[src/rtl/tmr_csr_pkg.sv]
// Package: bit positions and reset values shared by the compare status register.
package tmr_csr_pkg;
    localparam int CSR_W   = 8;
    localparam int FLG_N   = 3;   // overflow, match A, match B
    localparam int FLG_LO  = 5;   // lowest flag bit position
    localparam int OS_W    = 4;   // output-select width
    localparam int CTRL_W  = OS_W + 1;
    localparam int BIT_TRG = 4;

    typedef enum int {
        FLG_OVF = 0,
        FLG_CMA = 1,
        FLG_CMB = 2
    } flag_idx_e;

    // Reset image of the control field for a given channel variant.
    function automatic logic [CTRL_W-1:0] ctrl_reset(input int channel);
        return (channel == 1) ? CTRL_W'(1 << BIT_TRG) : '0;
    endfunction
endpackage

[src/rtl/tmr_csr_match.sv]
// Compare edge detector: pulses for one cycle when the counter first equals
// the compare value. Assumes both inputs come from registers in the same clock domain.
module tmr_csr_match #(
    parameter int W = 8
) (
    input  logic         clk,
    input  logic         rst_n,
    input  logic [W-1:0] cnt_val,
    input  logic [W-1:0] cmp_val,
    output logic         hit_pulse
);
    logic eq_now;
    logic eq_prev;

    // Equality of the current counter and compare value.
    assign eq_now = (cnt_val == cmp_val);

    // Remember last cycle's equality so that only its start is reported.
    always_ff @(posedge clk) begin
        if (!rst_n) eq_prev <= 1'b0;
        else        eq_prev <= eq_now;
    end

    // Event on the first cycle of equality only.
    assign hit_pulse = eq_now & ~eq_prev;
endmodule

[src/rtl/tmr_csr_flag.sv]
// One sticky status flag with a read-arm latch. A write of 0 clears the flag only
// once a read has seen it at 1. A hardware clear needs no arming. A set beats any
// clear in the same cycle. Assumes read and write strobes are single-cycle.
module tmr_csr_flag (
    input  logic clk,
    input  logic rst_n,
    input  logic set_evt,
    input  logic bus_rd,
    input  logic wr_zero,
    input  logic hw_clr,
    output logic flag_q
);
    logic arm_q;
    logic clr;

    // A clear request from either the armed handshake or the hardware path.
    assign clr = (wr_zero & arm_q) | hw_clr;

    // Flag state: a set has priority, otherwise a clear drops it.
    always_ff @(posedge clk) begin
        if (!rst_n)       flag_q <= 1'b0;
        else if (set_evt) flag_q <= 1'b1;
        else if (clr)     flag_q <= 1'b0;
    end

    // Arm latch: taken by a read that sees 1, spent by any clear.
    always_ff @(posedge clk) begin
        if (!rst_n)                arm_q <= 1'b0;
        else if (clr)              arm_q <= 1'b0;
        else if (bus_rd && flag_q) arm_q <= 1'b1;
    end
endmodule

[src/rtl/tmr_csr_ctrl.sv]
// Control field: four output-select bits plus the bit-4 variant for the channel.
// Channel 0 has a read/write trigger enable. Channel 1 keeps bit 4 at 1.
module tmr_csr_ctrl
    import tmr_csr_pkg::*;
#(
    parameter int CHANNEL = 0
) (
    input  logic              clk,
    input  logic              rst_n,
    input  logic              bus_wr,
    input  logic [CTRL_W-1:0] wdata,
    output logic [CTRL_W-1:0] ctrl_q
);
    localparam logic [CTRL_W-1:0] RST_VAL = ctrl_reset(CHANNEL);

    // Output-select bits load on every write.
    always_ff @(posedge clk) begin
        if (!rst_n)      ctrl_q[OS_W-1:0] <= RST_VAL[OS_W-1:0];
        else if (bus_wr) ctrl_q[OS_W-1:0] <= wdata[OS_W-1:0];
    end

    generate
        if (CHANNEL == 1) begin : g_trg_fixed
            // Bit 4 resets to 1; a write can only OR into it, so it stays 1.
            always_ff @(posedge clk) begin
                if (!rst_n)      ctrl_q[BIT_TRG] <= 1'b1;
                else if (bus_wr) ctrl_q[BIT_TRG] <= ctrl_q[BIT_TRG] | wdata[BIT_TRG];
            end
        end else begin : g_trg_rw
            // Bit 4 is an ordinary read/write trigger-enable bit.
            always_ff @(posedge clk) begin
                if (!rst_n)      ctrl_q[BIT_TRG] <= RST_VAL[BIT_TRG];
                else if (bus_wr) ctrl_q[BIT_TRG] <= wdata[BIT_TRG];
            end
        end
    endgenerate
endmodule

[src/rtl/tmr_csr.sv]
// Timer compare status register top. It detects match and overflow events, keeps
// the three handshake-cleared flags and the control field, and gates the interrupt
// requests. Assumes single-cycle strobes and no read and write in the same cycle.
module tmr_csr
    import tmr_csr_pkg::*;
#(
    parameter int CHANNEL = 0,
    parameter int CNT_W   = 8
) (
    input  logic             clk,
    input  logic             rst_n,
    input  logic             bus_rd,
    input  logic             bus_wr,
    input  logic [CSR_W-1:0] bus_wdata,
    output logic [CSR_W-1:0] csr_q,
    input  logic [CNT_W-1:0] cnt_val,
    input  logic [CNT_W-1:0] cmp_a,
    input  logic [CNT_W-1:0] cmp_b,
    input  logic             ovf_pulse,
    input  logic             xfer_ack_a,
    input  logic             xfer_ack_b,
    input  logic             dsel_a,
    input  logic             dsel_b,
    input  logic             irq_en_a,
    input  logic             irq_en_b,
    input  logic             irq_en_ovf,
    output logic             irq_cma,
    output logic             irq_cmb,
    output logic             irq_ovf
);
    logic              hit_a;
    logic              hit_b;
    logic [FLG_N-1:0]  evt;
    logic [FLG_N-1:0]  hw_clr;
    logic [FLG_N-1:0]  flags;
    logic [CTRL_W-1:0] ctrl;

    tmr_csr_match #(.W(CNT_W)) u_match_a (
        .clk(clk), .rst_n(rst_n), .cnt_val(cnt_val), .cmp_val(cmp_a), .hit_pulse(hit_a)
    );
    tmr_csr_match #(.W(CNT_W)) u_match_b (
        .clk(clk), .rst_n(rst_n), .cnt_val(cnt_val), .cmp_val(cmp_b), .hit_pulse(hit_b)
    );

    // Gather set events and hardware clears in flag-index order.
    always_comb begin
        evt              = '0;
        hw_clr           = '0;
        evt[FLG_OVF]     = ovf_pulse;
        evt[FLG_CMA]     = hit_a;
        evt[FLG_CMB]     = hit_b;
        hw_clr[FLG_CMA]  = xfer_ack_a & ~dsel_a;
        hw_clr[FLG_CMB]  = xfer_ack_b & ~dsel_b;
    end

    generate
        for (genvar i = 0; i < FLG_N; i++) begin : g_flag
            tmr_csr_flag u_flag (
                .clk    (clk),
                .rst_n  (rst_n),
                .set_evt(evt[i]),
                .bus_rd (bus_rd),
                .wr_zero(bus_wr & ~bus_wdata[FLG_LO+i]),
                .hw_clr (hw_clr[i]),
                .flag_q (flags[i])
            );
        end
    endgenerate

    tmr_csr_ctrl #(.CHANNEL(CHANNEL)) u_ctrl (
        .clk(clk), .rst_n(rst_n), .bus_wr(bus_wr),
        .wdata(bus_wdata[CTRL_W-1:0]), .ctrl_q(ctrl)
    );

    // Register image and gated interrupt requests.
    assign csr_q   = {flags, ctrl};
    assign irq_cma = flags[FLG_CMA] & irq_en_a;
    assign irq_cmb = flags[FLG_CMB] & irq_en_b;
    assign irq_ovf = flags[FLG_OVF] & irq_en_ovf;
endmodule

[config.mk]
export PLATFORM = sky130hd
export DESIGN_NAME = tmr_csr
export DESIGN_NICKNAME = d
export VERILOG_FILES = /design/src/rtl/tmr_csr_pkg.sv /design/src/rtl/tmr_csr_match.sv /design/src/rtl/tmr_csr_flag.sv /design/src/rtl/tmr_csr_ctrl.sv /design/src/rtl/tmr_csr.sv
export SDC_FILE = /design/constraint.sdc
export NUM_CORES = 1
export LEC_CHECK = 0
export BUFFER_PORTS_ARGS = -buffer_cell sky130_fd_sc_hd__buf_2
export CORE_MARGIN = 1.5
export CORE_UTILIZATION = 38
export CTS_CLUSTER_DIAMETER = 80
export DETAILED_ROUTE_END_ITERATION = 7
export PLACE_DENSITY = 0.78
export SETUP_SLACK_MARGIN = 0.3
export SYNTH_ARGS = -nofsm -noshare
export SYNTH_HDL_FRONTEND = slang
export SYNTH_SLANG_ARGS = --single-unit
[constraint.sdc]
create_clock -name clk -period 1.5 [get_ports clk]
set_clock_uncertainty 0.05 [all_clocks]
set_input_delay 0.45 -clock clk [delete_from_list [all_inputs] [get_ports clk]]
set_output_delay 0.45 -clock clk [all_outputs]
set_load 0.03 [all_outputs]
; ---- After elaboration in Yosys (flattened, before gate mapping)
; Index checks and enable logic that the tools add are counted.
[op_classes]
order_cmp = 0
n_mul = 0
div_mod_pow = 0
eq_ne = 2
reduce_logical = 9
n_shift = 0
muxes = 6
addsub = 0
bitwise_logic = 23
[ops]
columns = cell, count
row1 = $eq A8 B8 Y1, 2
row2 = $and A1 B1 Y1, 13
row3 = $not A1 Y1, 8
row4 = $mux W1, 6
row5 = $reduce_bool A2 Y1, 3
row6 = $reduce_or A2 Y1, 3
row7 = $logic_and A1 B1 Y1, 3
row8 = $or A1 B1 Y1, 2
[word_totals]
rom_bits = 0
ff_bits = 13
wordCells = 50
in_bits = 44
mem_count = 0
latchBits = 0
out_inout_bits = 11
ram_bits = 0

; ---- Logic depth before layout (Yosys ltp)
[depth]
word_depth = 6
ltp_mapped = 5
depth_no_buf = 4

; ---- Modules after synthesis
; From an unflattened synthesis, not the netlist that was laid out.
[unflattened]
hier_cells = 79
hier_area_um2 = 757.0
[by_module_without_submodules]
columns = mod, n_inst, area_each_um2, cells_each, seq_area_each_um2
row1 = tmr_csr_flag, 3, 90.1, 8, 40.0
row2 = tmr_csr_match, 2, 120.1, 15, 20.0
row3 = tmr_csr_ctrl, 1, 192.7, 16, 100.1
row4 = tmr_csr, 1, 53.8, 9, 0.0

; ---- Worst setup path after synthesis
; Ideal clock, no wire load.
[synth_path]
path_kind = input -> output
from = input irq_en_a
to = output irq_cma
required_ps = 1000
path_slack_ps = 269
n_path_buf = 0
stages = 1
t_arrival_ps = 731
path_cell_list = and2_1
[synth_between]
elab_chain_len = 1
[synth_lines]
columns = item, line_no
row1 = from (decl), tmr_csr.sv:24  ; input logic irq_en_a,
row2 = $and A1 B1 Y1, tmr_csr.sv:77  ; assign irq_cma = flags[FLG_CMA] & irq_en_a;
row3 = to (decl), tmr_csr.sv:27  ; output logic irq_cma,
; No other way between the ends.

; ---- Worst setup path after layout
[layout_path]
from = register g_flag[1].u_flag.flag_q
to = output irq_cma
[layout_between]
elab_chain_len = 1
[layout_lines]
columns = item, line_no
row1 = from (decl), tmr_csr_flag.sv:11  ; output logic flag_q
row2 = from (signal assigned), tmr_csr_flag.sv:21  ; if (!rst_n) flag_q <= 1'b0;
row3 = from (signal assigned), tmr_csr_flag.sv:22  ; else if (set_evt) flag_q <= 1'b1;
row4 = from (signal assigned), tmr_csr_flag.sv:23  ; else if (clr) flag_q <= 1'b0;
row5 = $and A1 B1 Y1, tmr_csr.sv:77
; No other way between the ends.

==> flow_summary.toml <==
[route]
drc = 0
drt_iter0_drc = 7
ant_nets = 0
wl_mm = 1.68
drt-wirelength-per-cell_um = 10.4
first_pass_iters = 2
routed-via-count = 724
vias_per_cell = 4.50

[min_path]
hold-path-cell-count = 3
hold_path.class = "in2reg"
min-delay-start = "ovf_pulse"
hold_end = "g_flag[0].u_flag.flag_q"

[synth]
synth_flop_cell = "dfxtp_1"
synth_fa_ha_area_share_pct = 0
synth_warnings = 0
netlist_instances = 79
synth_top_family_by_area = "simple AND/OR/NAND/NOR gates"
yosys.area_share.simple_pct = 20.2
synth_compound_area_share_pct = 8.17
yosysSeqAreaShare_pct = 36.9
synth-edff-count = 0
async_flop_share_pct = 0
syn-cell-area_um2 = 704
muxShareOfSynthArea_pct = 7.10
synth_xor_area_share_pct = 19.9
syn_avg_cell_area_um2 = 8.92
synth.net_count = 123
synth_seq_cells = 13
synth_cell_types = 22

[global_route]
grt_overflow = 0
grt_pass1_wl_mm = 2.62
grt_usage_pct = 17.1
grt_pass1_vias = 678
grt_max_degree = 13
antenna_found_initial = 0

[clock_network]
cts_tree = "built"
cts_buffer_depth = 2
clkTransAtPathRegs_ps = 80
cts_sinks = 13
hold_buffers = 0
cts_buffers = 3
insertion_delay_ps = 270
htree_levels = 1
root_buffer = "clkbuf_4"

[run_status]
status = "finished, final reports clean"

[finish]
num_antenna_cells = 0
drive_gt1_share_pct = 53.7
final_common_cell = "buf_2"
post-route-util_pct = 64.3
num-nets-final = 181
layout_common_cells = "buf_2 (43), xnor2_1 (12), buf_6 (9)"
syn_to_final_growth_pct = 57.5
fillers = 147
fin_area_um2 = 1110

[sta]
setup-tns-final_ps = 0
hold_viol = 0
worstMarginPinSlew_ps = 231
fin_crit_ps = 1390
hold_ws_ps = 364
fmax_mhz = 721
setup_viol = 0
rsz0062_at_grt = "true"
drv_slew = 0
post-route-period-util_pct = 92.5
slew_headroom_pct = 84.5

[power_and_ir_drop]
finalPower_uw = 784
leakage_nw = 0.522
power_density_nw_per_um2 = 707
irDropWorstVdd_uv = 387

[worst_setup_path]
worstPathMaxFanout = 3
cp.arrival_ps = 890
r2r_start = "g_flag[2].u_flag.arm_q"
cp-start-kind = "flip-flop"
r2r_end = "g_flag[2].u_flag.flag_q"
ff2ff_path_depth = 3
regToRegSetupSlack_ps = 620
worstPathRequired_ps = 1000
cp-end-kind = "output port"
crit_type = "reg2out"

[placement]
place_area_um2 = 978
port_buffers = 54
hpwl_mm = 1.28
gp_congestion = 0.662

[floorplanning]
die-area_um2 = 2120
initial_core_util_pct = 40.8
die_h_um = 46.1
die_width_um = 46.1
core_area_um2 = 1730
num_rows = 15
io_pins = 55

[job]
maxCapViolCount = 0
-- cells by family after synthesis --
logic type	count (synthesis)
flip-flops	13
buffers and inverters	11
AO/OA/AOI/OAI	9
AND/OR/NAND/NOR	25
XOR/XNOR	16
multiplexers	5
-- synthesized netlist by cell type (2+ instances only) --
master    number  area share [%]
nand3b_1       2             2.1
a21oi_1        3             2.1
mux2i_1        5             7.1
and2_1         4             3.6
nor2b_1        6             5.3
inv_1          6             3.2
buf_4          3             3.2
dfxtp_1       13              37
xor2_1         4             5.0
o21ai_0        2             1.4
nand4_1        2             1.8
nand2_1        5             2.7
o221ai_1       2             2.5
nor2_1         3             1.6
xnor2_1       12              15
-- worst max-delay path, cell delays in order, from the launching register on --
cell	delay (ps)
dfxtp_2	350
and2_4	140
buf_6	120
-- layer usage --
metal | track usage (%) | part of all wire [%] | vias to the layer above
met5 | 0 | 0 | -
met2 | 31.1 | 54 | 30
met4 | 6.86 | 1.1 | 0
li1 | - | - | 369
met1 | 19.5 | 40 | 321
met3 | 2.75 | 5.0 | 4
-- worst max-delay path by stage --
| stage | start | slack (ps) | depth (start not counted) | to |
|---|---|---|---|---|
| after floorplan | cnt_val[5] | 300 | 4 | g_flag[1].u_flag.flag_q |
| final | g_flag[1].u_flag.flag_q | 110 | 2 | irq_cma |
| after CTS | g_flag[2].u_flag.flag_q | 120 | 2 | irq_cmb |
| after global placement | irq_en_ovf | 120 | 3 | irq_ovf |
| after detailed placement | cnt_val[5] | 90 | 5 | g_flag[1].u_flag.flag_q |
| after global routing | g_flag[2].u_flag.flag_q | 80 | 2 | irq_cmb |
-- stage by stage --
stage | instances | worst slack (ps)
2_1_floorplan | 79 | 304
3_3_place_gp | 153 | 122
3_5_place_dp | 153 | 91.0
4_1_cts | 160 | 121
5_1_grt | 161 | 82.6
6_report | 161 | 112
-- power breakdown --
| part | internal, mW | switching [mW] |
|---|---|---|
| Clock | 0.103 | 0.113 |
| Combinational | 0.110 | 0.0910 |
| Sequential | 0.359 | 0.00831 |
-- what timing repair did --
item                       CTS  global route
resized for setup           29             3
setup endpoints to repair   11            11
setup buffers                3             1
cloned                       0             0
pin swaps                    0             1
-- state kept, by name, summed over array words and instances (netlist names) --
register,flops
u_ctrl.ctrl_q,5
u_match_a.eq_prev,1
u_match_b.eq_prev,1
g_flag.u_flag.arm_q,3
g_flag.u_flag.flag_q,3
-- final cells by class --
class | instances | area (um^2) | area share (%)
clock buffers | 4 | 26.3 | 2.37
inverters | 6 | 22.5 | 2.03
multi-input cells | 55 | 398 | 35.9
flip-flops and latches | 13 | 270 | 24.4
well taps | 25 | 31.3 | 2.82
repair buffers | 58 | 362 | 32.6
Note: power is estimated with default switching activity, not from simulation.
